$ cat src/rtl/fracbaud_pkg.sv
package fracbaud_pkg;
  localparam int unsigned DEF_INT_W  = 16;
  localparam int unsigned DEF_FRAC_W = 6;
endpackage

$ cat src/rtl/fracbaud_hold.sv
module fracbaud_hold #(
  parameter int unsigned INT_W  = fracbaud_pkg::DEF_INT_W,
  parameter int unsigned FRAC_W = fracbaud_pkg::DEF_FRAC_W
) (
  input  logic              clk,
  input  logic              rst,
  input  logic              load,
  input  logic [INT_W-1:0]  int_in,
  input  logic [FRAC_W-1:0] frac_in,
  output logic [INT_W-1:0]  int_q,
  output logic [FRAC_W-1:0] frac_q,
  output logic              valid_q
);
  always_ff @(posedge clk) begin
    if (rst) begin
      int_q   <= '0;
      frac_q  <= '0;
      valid_q <= 1'b0;
    end else if (load) begin
      int_q   <= int_in;
      frac_q  <= frac_in;
      valid_q <= (int_in != '0);
    end
  end

  AST_HOLD_ONLY_ON_LOAD: assert property (@(posedge clk) disable iff (rst)
    !load |=> $stable(int_q) && $stable(frac_q));
endmodule

$ cat src/rtl/fracbaud_acc.sv
module fracbaud_acc #(
  parameter int unsigned FRAC_W = fracbaud_pkg::DEF_FRAC_W
) (
  input  logic              clk,
  input  logic              rst,
  input  logic              clear,
  input  logic              advance,
  input  logic [FRAC_W-1:0] frac,
  output logic              carry
);
  logic [FRAC_W-1:0] acc_q;
  logic [FRAC_W:0]   sum;

  always_comb begin
    sum   = {1'b0, acc_q} + {1'b0, frac};
    carry = sum[FRAC_W];
  end

  always_ff @(posedge clk) begin
    if (rst || clear) acc_q <= '0;
    else if (advance) acc_q <= sum[FRAC_W-1:0];
  end

  AST_ACC_CLEARED: assert property (@(posedge clk) disable iff (rst)
    clear |=> acc_q == '0);
  AST_ACC_HOLDS: assert property (@(posedge clk) disable iff (rst)
    (!clear && !advance) |=> $stable(acc_q));
endmodule

$ cat src/rtl/fracbaud_cnt.sv
module fracbaud_cnt #(
  parameter int unsigned INT_W = fracbaud_pkg::DEF_INT_W
) (
  input  logic             clk,
  input  logic             rst,
  input  logic             load,
  input  logic [INT_W-1:0] load_val,
  input  logic             run,
  input  logic [INT_W-1:0] period_int,
  input  logic             stretch,
  output logic             wrap,
  output logic             tick_q
);
  logic [INT_W-1:0] cnt_q;
  logic [INT_W-1:0] one_w;
  logic [INT_W-1:0] ext_w;

  always_comb begin
    one_w = {{(INT_W-1){1'b0}}, 1'b1};
    ext_w = {{(INT_W-1){1'b0}}, stretch};
    wrap  = run && !load && (cnt_q == '0);
  end

  always_ff @(posedge clk) begin
    if (rst) begin
      cnt_q  <= '0;
      tick_q <= 1'b0;
    end else if (load) begin
      cnt_q  <= load_val - one_w;
      tick_q <= 1'b0;
    end else if (run) begin
      tick_q <= wrap;
      if (wrap) cnt_q <= period_int - one_w + ext_w;
      else      cnt_q <= cnt_q - one_w;
    end else begin
      tick_q <= 1'b0;
    end
  end

  AST_CNT_BOUND: assert property (@(posedge clk) disable iff (rst)
    (period_int != '0) |-> cnt_q <= period_int);
  AST_FROZEN: assert property (@(posedge clk) disable iff (rst)
    (!run && !load) |=> $stable(cnt_q));
  AST_LOAD_QUIET: assert property (@(posedge clk) disable iff (rst)
    load |=> !tick_q);
  AST_PULSE_WIDTH: assert property (@(posedge clk) disable iff (rst)
    (tick_q && period_int > one_w) |=> !tick_q);
endmodule

$ cat src/rtl/fracbaud_gen.sv
module fracbaud_gen #(
  parameter int unsigned INT_W  = fracbaud_pkg::DEF_INT_W,
  parameter int unsigned FRAC_W = fracbaud_pkg::DEF_FRAC_W
) (
  input  logic              clk,
  input  logic              rst,
  input  logic [INT_W-1:0]  div_int,
  input  logic [FRAC_W-1:0] div_frac,
  input  logic              load,
  input  logic              en,
  output logic              tick
);
  logic [INT_W-1:0]  int_q;
  logic [FRAC_W-1:0] frac_q;
  logic              valid_q;
  logic              run;
  logic              wrap;
  logic              carry;

  assign run = en && valid_q;

  fracbaud_hold #(.INT_W(INT_W), .FRAC_W(FRAC_W)) hold_i (
    .clk(clk), .rst(rst), .load(load), .int_in(div_int), .frac_in(div_frac),
    .int_q(int_q), .frac_q(frac_q), .valid_q(valid_q)
  );

  fracbaud_acc #(.FRAC_W(FRAC_W)) acc_i (
    .clk(clk), .rst(rst), .clear(load), .advance(wrap), .frac(frac_q),
    .carry(carry)
  );

  fracbaud_cnt #(.INT_W(INT_W)) cnt_i (
    .clk(clk), .rst(rst), .load(load), .load_val(div_int), .run(run),
    .period_int(int_q), .stretch(carry), .wrap(wrap), .tick_q(tick)
  );

  AST_INVALID_SILENT: assert property (@(posedge clk) disable iff (rst)
    !valid_q |-> !tick);
  AST_OFF_SILENT: assert property (@(posedge clk) disable iff (rst)
    !en |=> !tick);
  AST_RESET_LOW: assert property (@(posedge clk)
    rst |=> !tick);
endmodule

$ cat config.mk
export PLATFORM = sky130hd
export DESIGN_NAME = fracbaud_gen
export DESIGN_NICKNAME = d
export VERILOG_FILES = /design/src/rtl/fracbaud_pkg.sv /design/src/rtl/fracbaud_hold.sv /design/src/rtl/fracbaud_acc.sv /design/src/rtl/fracbaud_cnt.sv /design/src/rtl/fracbaud_gen.sv
export SDC_FILE = /design/constraint.sdc
export NUM_CORES = 1
export LEC_CHECK = 0
export BUFFER_PORTS_ARGS = -buffer_cell sky130_fd_sc_hd__buf_2
export CORE_AREA = 2 2 112 71
export CTS_CLUSTER_DIAMETER = 60
export CTS_CLUSTER_SIZE = 30
export DETAILED_ROUTE_END_ITERATION = 6
export DIE_AREA = 0 0 114 73
export GPL_ROUTABILITY_DRIVEN = 0
export PLACE_DENSITY = 0.67
export SLEW_MARGIN = 40
export SYNTH_ARGS = -nofsm -noshare
export SYNTH_HDL_FRONTEND = slang
export SYNTH_SLANG_ARGS = --single-unit
$ cat constraint.sdc
create_clock -name clk -period 4.1 [get_ports clk]
set_clock_uncertainty 0.15 [all_clocks]
set_input_delay 0.615 -clock clk [delete_from_list [all_inputs] [get_ports clk]]
set_output_delay 0.615 -clock clk [all_outputs]
set_load 0.02 [all_outputs]
# [Word-level counts from Yosys, hierarchy flattened]
# Index checks and enable logic that the tools add are counted.
[word_totals] register_bits=46 latch_bits=0 ram_bits=0 mem_bits_ro=0 input_bits=26 output_inout_bits=1 wordCells=24 n_memories=0
[op_classes] n_addsub=5 n_mul=0 n_div=0 n_lt_le_gt_ge=0 n_eq_ne=0 shift=0 muxes=3 bitwise=1 n_reduce_logical=9
[ops] cell="$mux W16" n=3
[ops] cell="$sub A16 B1 Y16 const B" n=3
[ops] cell="$add A16 B1 Y16" n=1
[ops] cell="$logic_not A16 Y1" n=1
[ops] cell="$reduce_bool A16 Y1" n=1
[ops] cell="$add A6 B6 Y7" n=1
[ops] cell="$logic_and A1 B1 Y1" n=3
[ops] cell="$reduce_or A3 Y1" n=1
[ops] cell="$reduce_bool A2 Y1" n=1
[ops] cell="$logic_not A1 Y1" n=1
[ops] cell="$logic_or A1 B1 Y1" n=1
[ops] cell="$not A1 Y1" n=1

# [Longest topological paths before layout]
# Gate-level depths: netlist of run 1.
[logic_depth] depth_word=6 mapped_depth=15 ltp_nobuf=15

# [Hierarchy]
# Synthesis of run 1 repeated with hierarchy kept, for this count alone.
[unflattened] hier_cells=346 hier_area_um2=2960.3
[by_module_without_submodules] module="fracbaud_cnt" instances=1 cells_each=215 area_each_um2=1656.6 seq_area_each_um2=340.3
[by_module_without_submodules] module="fracbaud_hold" instances=1 cells_each=80 area_each_um2=859.6 seq_area_each_um2=460.4
[by_module_without_submodules] module="fracbaud_acc" instances=1 cells_each=50 area_each_um2=437.9 seq_area_each_um2=120.1
[by_module_without_submodules] module="fracbaud_gen" instances=1 cells_each=1 area_each_um2=6.3 seq_area_each_um2=0.0

# [Worst setup path after synthesis of run 1]
# Ideal clock, no wire load.
[synth_timing] path_kind="flip-flop to flip-flop" start="register acc_i.acc_q[0]" end="register cnt_i.cnt_q[8]" arrival_ns=2.855 required_time_ns=3.835 setup_slack_ns=0.981 stages_incl_launch_ff=16 path_buffers=0 synth_period_minus_slack_ns=3.119 cell_sequence="dfxtp_1 -> ha_1 -> inv_1 -> fa_1 -> nor2b_1 -> o21a_1 -> o21ai_0 -> nand2b_1 -> a21oi_1 -> ha_1 -> ha_1 -> nor3b_1 -> nand2_1 -> nor3_1 -> xnor2_1 -> a2111oi_0"
[synth_between] elab_chain_cells=5
[synth_lines] item="start, declared" line_no="fracbaud_acc.sv:11" rtl="logic [FRAC_W-1:0] acc_q;"
[synth_lines] item="start signal, assigned" line_no="fracbaud_acc.sv:21" rtl="else if (advance) acc_q <= sum[FRAC_W-1:0];"
[synth_lines] item="$add A6 B6 Y7" line_no="fracbaud_acc.sv:15" rtl="sum = {1'b0, acc_q} + {1'b0, frac};"
[synth_lines] item="$add A16 B1 Y16" line_no="fracbaud_cnt.sv:33" rtl="if (wrap) cnt_q <= period_int - one_w + ext_w;"
[synth_lines] item="$mux W16" line_no="fracbaud_cnt.sv:33"
[synth_lines] item="$mux W16" line_no="fracbaud_cnt.sv:31" rtl="end else if (run) begin"
[synth_lines] item="$mux W16" line_no="fracbaud_cnt.sv:28" rtl="end else if (load) begin"
[synth_lines] item="end signal, assigned" line_no="fracbaud_cnt.sv:29" rtl="cnt_q <= load_val - one_w;"
[synth_lines] item="end signal, assigned" line_no="fracbaud_cnt.sv:33"
[synth_lines] item="end signal, assigned" line_no="fracbaud_cnt.sv:34" rtl="else cnt_q <= cnt_q - one_w;"
[synth_lines] item="end, declared" line_no="fracbaud_cnt.sv:14" rtl="logic [INT_W-1:0] cnt_q;"
# No other way between the ends. The select of a mux whose other input is x is not followed.
# A chain may end at the register's enable or synchronous reset.

# [Final worst setup path of run 1]
# Ends and elaborated chain as after synthesis.

==> impl_metrics.csv, run 1 <==
group,metric,value,unit
placement,dpl_cell_area,3120,um2
min_path,hold_depth,2,
cts,cts-root-buf,"clkbuf_16",
run_status,status,"finished, final reports clean",
logic_synthesis,avgSynthCellArea,8.49,um2
timing,setup_viol,0,
die,start_util,0.390,
global_routing,grt_overflow,0,
power,powerDensity,352,nW/um2
die,die_height,73,um
logic_synthesis,seq_area_frac_synth,0.317,
logic_synthesis,synth_top_family_by_area,"simple AND/OR/NAND/NOR gates",
placement,dp_worst_setup_slack,790,ps
detailed_routing,drc,0,
timing,tightest_slew,802,ps
timing,fin_crit_sh,0.824,
global_routing,grt_pass1_wl,12700,um
detailed_routing,drtPass1Iterations,5,
global_routing,grt_antenna_before_repair,0,
critical_path,critPathLaunchType,"flip-flop",
cts,cts_setup_buffers,0,
placement,portBuffers,26,
critical_path,critPathMaxFanout,5,
cts,cts_buffers,5,
logic_synthesis,ys.flop_type,"dfxtp_1",
critical_path,worstPathRequired,4110,ps
critical_path,crit_chain,"ha_1 -> inv_1 -> fa_1 -> nor2b_1 -> o21a_1 -> o21ai_0 -> nand2b_1 -> a21oi_1 -> ha_1 -> ha_1 -> nor3b_1 -> buf_4 -> nand2_1 -> nor3_1 -> xnor2_1 -> a2111oi_0",
die,core_region_area,7440,um2
critical_path,worst-r2r-cell-count,16,
cts,cts_sinks,46,
min_path,hold_path_class,"flip-flop to flip-flop",
die,dieArea,8320,um2
final_layout,ff_latch_area,921,um2
critical_path,cp_common_cell,"ha_1",
logic_synthesis,netlist_area,2900,um2
final_layout,final_layout_size_suffix_gt1_frac,0.150,
logic_synthesis,synth_top_area_cell,"dfxtp_1",
timing,final_max_slew_viol_count,0,
critical_path,path_delay_family,"compound AO/OA/AOI/OAI gates",
logic_synthesis,synth-xor-area-share,0.106,
logic_synthesis,yosysWarnings,0,
placement,dp_hpwl,5680,um
detailed_routing,drt-total-wl,7690,um
cts,clock_latency,300,ps
timing,setup_slack,723,ps
critical_path,worstSetupPathType,"flip-flop to flip-flop",
flow_run,cap_violations,0,
final_layout,final_nets,403,
timing,final_hold_viol_count,0,
global_routing,grt_util_all_layers,0.196,
logic_synthesis,ys_seq_elements,46,
timing,post-route-min-period,3380,ps
final_layout,multi_input_area,1860,um2
cts,htreeDepth,2,
critical_path,cp.arrival,3390,ps
die,rows,25,
logic_synthesis,synth_cell_types,56,
global_routing,grt_pass1_vias,2363,
final_layout,final_area,3260,um2
critical_path,crit_path_end_kind,"flip-flop",
detailed_routing,vias,2625,
cts,clkSlewWorstSetupHoldPaths,70,ps
power,power.leakage,1.29,nW
logic_synthesis,synth.mux.area_fraction,0.0828,
timing,hold_slack,310,ps
critical_path,cp_num_buf_inv,2,
critical_path,cp.depth,16,
power,ir_drop,0.171,mV
final_layout,fillers,739,
timing,rsz0062_at_grt,"no",
timing,fin_tns_setup,0,ps
cts,clockBufferDepth,2,
critical_path,cp_slowest_stage_delay,420,ps
die,die_w,114,um
logic_synthesis,synth_nets,379,
detailed_routing,wl_per_cell,16.7,um
global_routing,grt_max_degree,43,
critical_path,critPathSlowestCell,"a2111oi_0",
logic_synthesis,synth_area_leaders,"dfxtp_1 32%, mux2i_1 8.3%, xnor2_1 7.2%",
logic_synthesis,async_reset_ff_frac,0,
cts,hold_buffers,0,
timing,fmax,0.296,GHz
logic_synthesis,ys_top_cells_by_count,"46 x dfxtp_1, 46 x nor2_1, 24 x mux2i_1, 24 x xnor2_1, 19 x nand2_1",
cts,tritoncts,"built",
timing,max_slew_margin,0.461,
detailed_routing,vias_per_cell,5.69,
final_layout,areaGrowthSynthToFinish,12.5,%
die,io_pins,27,
logic_synthesis,synth_edf_count,0,
final_layout,final_core_util,0.438,
logic_synthesis,synth_compound_area_frac,0.162,
logic_synthesis,synth_fa_ha_area_frac,0.0500,
logic_synthesis,synth_top_cell_area_share,0.317,
logic_synthesis,synth-simple-area-share,0.240,
final_layout,antenna_cells,0,
logic_synthesis,syn_inst,342,
detailed_routing,drt_first_iter_violations,220,
detailed_routing,drtAntennaViolNets,0,
cts,post_cts_resized,0,
## where the power goes
group	internal [mW]	switching [mW]	leakage, nW
sequential	0.474	0.0357	0.379
combinational	0.101	0.123	0.840
clock	0.226	0.190	0.0698
total	0.801	0.349	1.29
## per-stage QoR
stage                     total power [mW]  cells
after floorplan                      0.668    342
after global placement               0.735    453
after detailed placement             0.739    453
after CTS                             1.15    461
after global routing                  1.20    461
final                                 1.15    461
## flip-flops by register name (all words and copies together), names as in the netlist
register,cells
acc_i.acc_q,6
hold_i.frac_q,6
cnt_i.cnt_q,16
cnt_i.tick_q,1
hold_i.int_q,16
hold_i.valid_q,1
## metal layers
metal,wire [um],track usage,up-vias
li1,-,-,1297
met1,4250,0.313,1242
met2,2940,0.268,79
met3,440,0.0415,7
met4,58,0.0366,0
met5,0,0,-
## placed cells by master (no fill, tap or decap), types with 3 or more instances in the layout
cell	Yosys	layout
nor2_1	46	46
dfxtp_1	46	46
buf_2	1	26
xnor2_1	24	24
mux2i_1	24	24
nand2_1	19	19
a21oi_1	15	15
nor3_1	15	15
nand3_1	14	14
inv_1	11	11
xor2_1	11	11
ha_1	10	10
nor4_1	7	7
a211oi_1	7	7
o211ai_1	6	6
buf_4	0	6
nand4_1	5	5
o31ai_1	5	5
clkbuf_16	0	5
o21ai_0	4	4
a221oi_1	4	4
nand2b_1	3	3
or3_1	3	3
or4_1	3	3
a311o_1	3	3
nand4b_1	3	3
o21bai_1	3	3
a31o_2	3	3
## worst reg2reg max path: cells and delay by family (launching register included)
kind	cells	cell delay (ps)
AO/OA/AOI/OAI	4	980
adder cells (fa/ha/maj)	4	810
AND/OR/NAND/NOR	5	640
flip-flops	1	310
buffers and inverters	2	260
XOR/XNOR	1	100
## cell type report
cell class | count | area share
clock buffers | 5 | 0.0383
clock inverters | 3 | 0.00652
inverters | 12 | 0.0138
multi-input cells | 269 | 0.570
flip-flops and latches | 46 | 0.282
well taps | 94 | 0.0360
repair buffers | 32 | 0.0537
## cells by family after synthesis
kind of cell / after synthesis
simple gates: 135
buf+inv: 27
compound gates: 64
mux: 24
fa+ha+maj: 11
xor+xnor: 35
flops: 46
## final timing paths
check,startpoint,endpoint,slack [ps]
max,acc_i.acc_q[0]$_SDFFE_PP0P_,cnt_i.cnt_q[8]$_SDFFE_PP0P_,720
max reg2reg,acc_i.acc_q[0]$_SDFFE_PP0P_,cnt_i.cnt_q[8]$_SDFFE_PP0P_,720
min reg2reg,acc_i.acc_q[0]$_SDFFE_PP0P_,acc_i.acc_q[0]$_SDFFE_PP0P_,310
min,acc_i.acc_q[0]$_SDFFE_PP0P_,acc_i.acc_q[0]$_SDFFE_PP0P_,310
(Power assumes the default switching activity.)
==> run 2, diff against run 1 <==
ABC_AREA = 1   (was not set)
CORE_AREA = 2 2 118 74   (was 2 2 112 71)
DIE_AREA = 0 0 120 76   (was 0 0 114 73)
PLACE_DENSITY = 0.7   (was 0.67)
clock period = 3.1 ns   (was 4.1 ns; I/O delays follow)
==> impl_metrics.csv, run 2 <==
group,metric,value,unit
run_status,status,"finished, final reports clean",
detailed_routing,drtPass1Iterations,5,
logic_synthesis,async_reset_ff_frac,0,
timing,fin_crit_sh,0.909,
cts,clockBufferDepth,2,
cts,cts_setup_buffers,0,
logic_synthesis,yosysMostFrequentCell,"nand2_1",
logic_synthesis,ys_seq_elements,46,
final_layout,ff_latch_area,921,um2
cts,cts_sinks,46,
final_layout,largest_registers,"cnt_i.cnt_q x16, hold_i.int_q x16",
final_layout,final_layout_size_suffix_gt1_frac,0.141,
cts,cts-root-buf,"clkbuf_16",
timing,post-route-min-period,2820,ps
flow_run,cap_violations,0,
cts,clkSlewWorstSetupHoldPaths,70,ps
global_routing,grt_antenna_before_repair,0,
final_layout,final_nets,559,
timing,max_slew_margin,0.688,
final_layout,final_common_cell,"nand2_1",
timing,fmax,0.355,GHz
timing,tightest_slew,467,ps
cts,htreeDepth,2,
cts,tritoncts,"built",
critical_path,worstSetupPathType,"flip-flop to flip-flop",
die,rows,26,
placement,dp_hpwl,6760,um
logic_synthesis,netlist_area,3240,um2
die,die_height,76,um
logic_synthesis,ys.flop_type,"dfxtp_1",
detailed_routing,vias,3327,
detailed_routing,drc,0,
logic_synthesis,synth_edf_count,0,
min_path,hold_depth,3,
logic_synthesis,ys_top_cells_by_count,"96 x nand2_1, 72 x nor2_1, 59 x inv_1",
cts,hold_buffers,0,
logic_synthesis,synth_cell_types,40,
logic_synthesis,synth_top_cell_area_share,0.284,
power,powerDensity,447,nW/um2
logic_synthesis,avgSynthCellArea,6.49,um2
global_routing,grt_pass1_wl,14900,um
die,core_region_area,8170,um2
critical_path,worstPathRequired,3130,ps
final_layout,areaGrowthSynthToFinish,11.4,%
cts,clock_latency,300,ps
power,ir_drop,0.204,mV
logic_synthesis,synth_top_area_cell,"dfxtp_1",
final_layout,antenna_cells,0,
timing,final_max_slew_viol_count,0,
logic_synthesis,synth_area_leaders,"dfxtp_1 28%, nand2_1 11%, nor2_1 8.3%",
global_routing,grt_util_all_layers,0.205,
die,dieArea,9120,um2
timing,fin_tns_setup,0,ps
critical_path,critPathMaxFanout,4,
global_routing,grt_overflow,0,
logic_synthesis,synth_nets,537,
die,die_w,120,um
final_layout,final_core_util,0.443,
placement,portBuffers,26,
detailed_routing,wl_per_cell,14.0,um
logic_synthesis,syn_inst,500,
detailed_routing,drtAntennaViolNets,0,
final_layout,multi_input_area,1990,um2
die,start_util,0.397,
global_routing,grt_pass1_vias,2998,
timing,rsz0062_at_grt,"no",
final_layout,final_area,3610,um2
critical_path,cp.arrival,2850,ps
final_layout,layout_common_cells,"96 x nand2_1, 72 x nor2_1, 59 x inv_1",
logic_synthesis,yosysWarnings,0,
critical_path,worst-r2r-cell-count,19,
logic_synthesis,seq_area_frac_synth,0.284,
min_path,hold_path_class,"input port to flip-flop",
timing,setup_viol,0,
final_layout,fillers,873,
timing,final_hold_viol_count,0,
cts,cts_buffers,5,
critical_path,critPathLaunchType,"flip-flop",
die,io_pins,27,
detailed_routing,drt_first_iter_violations,254,
power,power.leakage,1.69,nW
critical_path,crit_path_end_kind,"flip-flop",
detailed_routing,drt-total-wl,8920,um
placement,dpl_cell_area,3450,um2
global_routing,grt_max_degree,46,
detailed_routing,vias_per_cell,5.24,
## run 2: cell count changes after synthesis, sizes merged, moves of 8 or more
cell | before | now
mux2i | 24 | 0
xnor2 | 24 | 3
nor4 | 8 | 0
nand3 | 14 | 38
nor3 | 15 | 2
a21oi | 15 | 44
o21ai | 4 | 55
nand2 | 19 | 99
nor2 | 46 | 83
inv | 11 | 65
## run 2: worst paths after layout
path | startpoint | end | slack, ps
worst min-delay path | div_frac[2] | hold_i.frac_q[2]$_SDFFE_PP0P_ | 240
worst max-delay path | acc_i.acc_q[0]$_SDFFE_PP0P_ | cnt_i.cnt_q[10]$_SDFFE_PP0P_ | 280
worst max register to register | acc_i.acc_q[0]$_SDFFE_PP0P_ | cnt_i.cnt_q[10]$_SDFFE_PP0P_ | 280
worst min register to register | cnt_i.cnt_q[1]$_SDFFE_PP0P_ | cnt_i.cnt_q[1]$_SDFFE_PP0P_ | 320
## run 2: critical path, stage by stage (launching register included)
cell and delay [ps]:
dfxtp_1 340, ha_2 190, inv_1 60, fa_2 350, o21ai_1 140, nand2_1 60
nand2_1 60, nand2_1 60, nand2_1 60, a21oi_1 60, ha_1 210, ha_1 220
nand3_2 120, nor2_1 110, nand2_1 90, nor2_1 50, nor2_1 120, nand2_1 60
a21oi_1 140, nor2_1 60
## run 2: cells by family (layout without fill, tap and decap cells)
| group | after synthesis | after routing | share of synthesized area |
|---|---|---|---|
| AO/OA/AOI/OAI | 112 | 112 | 0.191 |
| XOR/XNOR | 20 | 20 | 0.0540 |
| adder cells (fa/ha/maj) | 11 | 11 | 0.0447 |
| flip-flops | 46 | 46 | 0.284 |
| AND/OR/NAND/NOR | 230 | 230 | 0.320 |
| buffers and inverters | 81 | 104 | 0.106 |
## run 2: power breakdown
| part | total [mW] | switching [mW] | internal [mW] |
|---|---|---|---|
| clock network | 0.561 | 0.242 | 0.320 |
| logic | 0.382 | 0.247 | 0.134 |
| registers | 0.672 | 0.0412 | 0.631 |
## run 2: metrics by stage
stage / cells / setup WS (ps) / hold WS, ps / total power, mW
final: 635 / 282 / 235 / 1.61
after global routing: 635 / 27.0 / 243 / 1.70
after CTS: 635 / 105 / 238 / 1.62
after detailed placement: 627 / 110 / 311 / 1.06
after global placement: 627 / 293 / 312 / 1.05
after floorplan: 500 / 472 / 295 / 0.957
## run 2: repair_timing
action,in CTS,in global routing
setup endpoints to repair,0,5
hold endpoints to repair,0,0
gates resized for setup,0,4
## run 2: final cells by class
class / count / area share
flip-flops and latches: 46 / 0.255
repair buffers: 30 / 0.0443
well taps: 112 / 0.0388
multi-input cells: 373 / 0.550
clock buffers: 6 / 0.0384
clock inverters: 2 / 0.00346
inverters: 66 / 0.0703
## run 2: per-layer routing
metal / wire length, um / vias up / track usage
met3: 653 / 10 / 0.0434
met2: 3710 / 106 / 0.292
li1: - / 1663 / -
met4: 89 / 0 / 0.0565
met5: 0 / - / 0
met1: 4460 / 1548 / 0.308
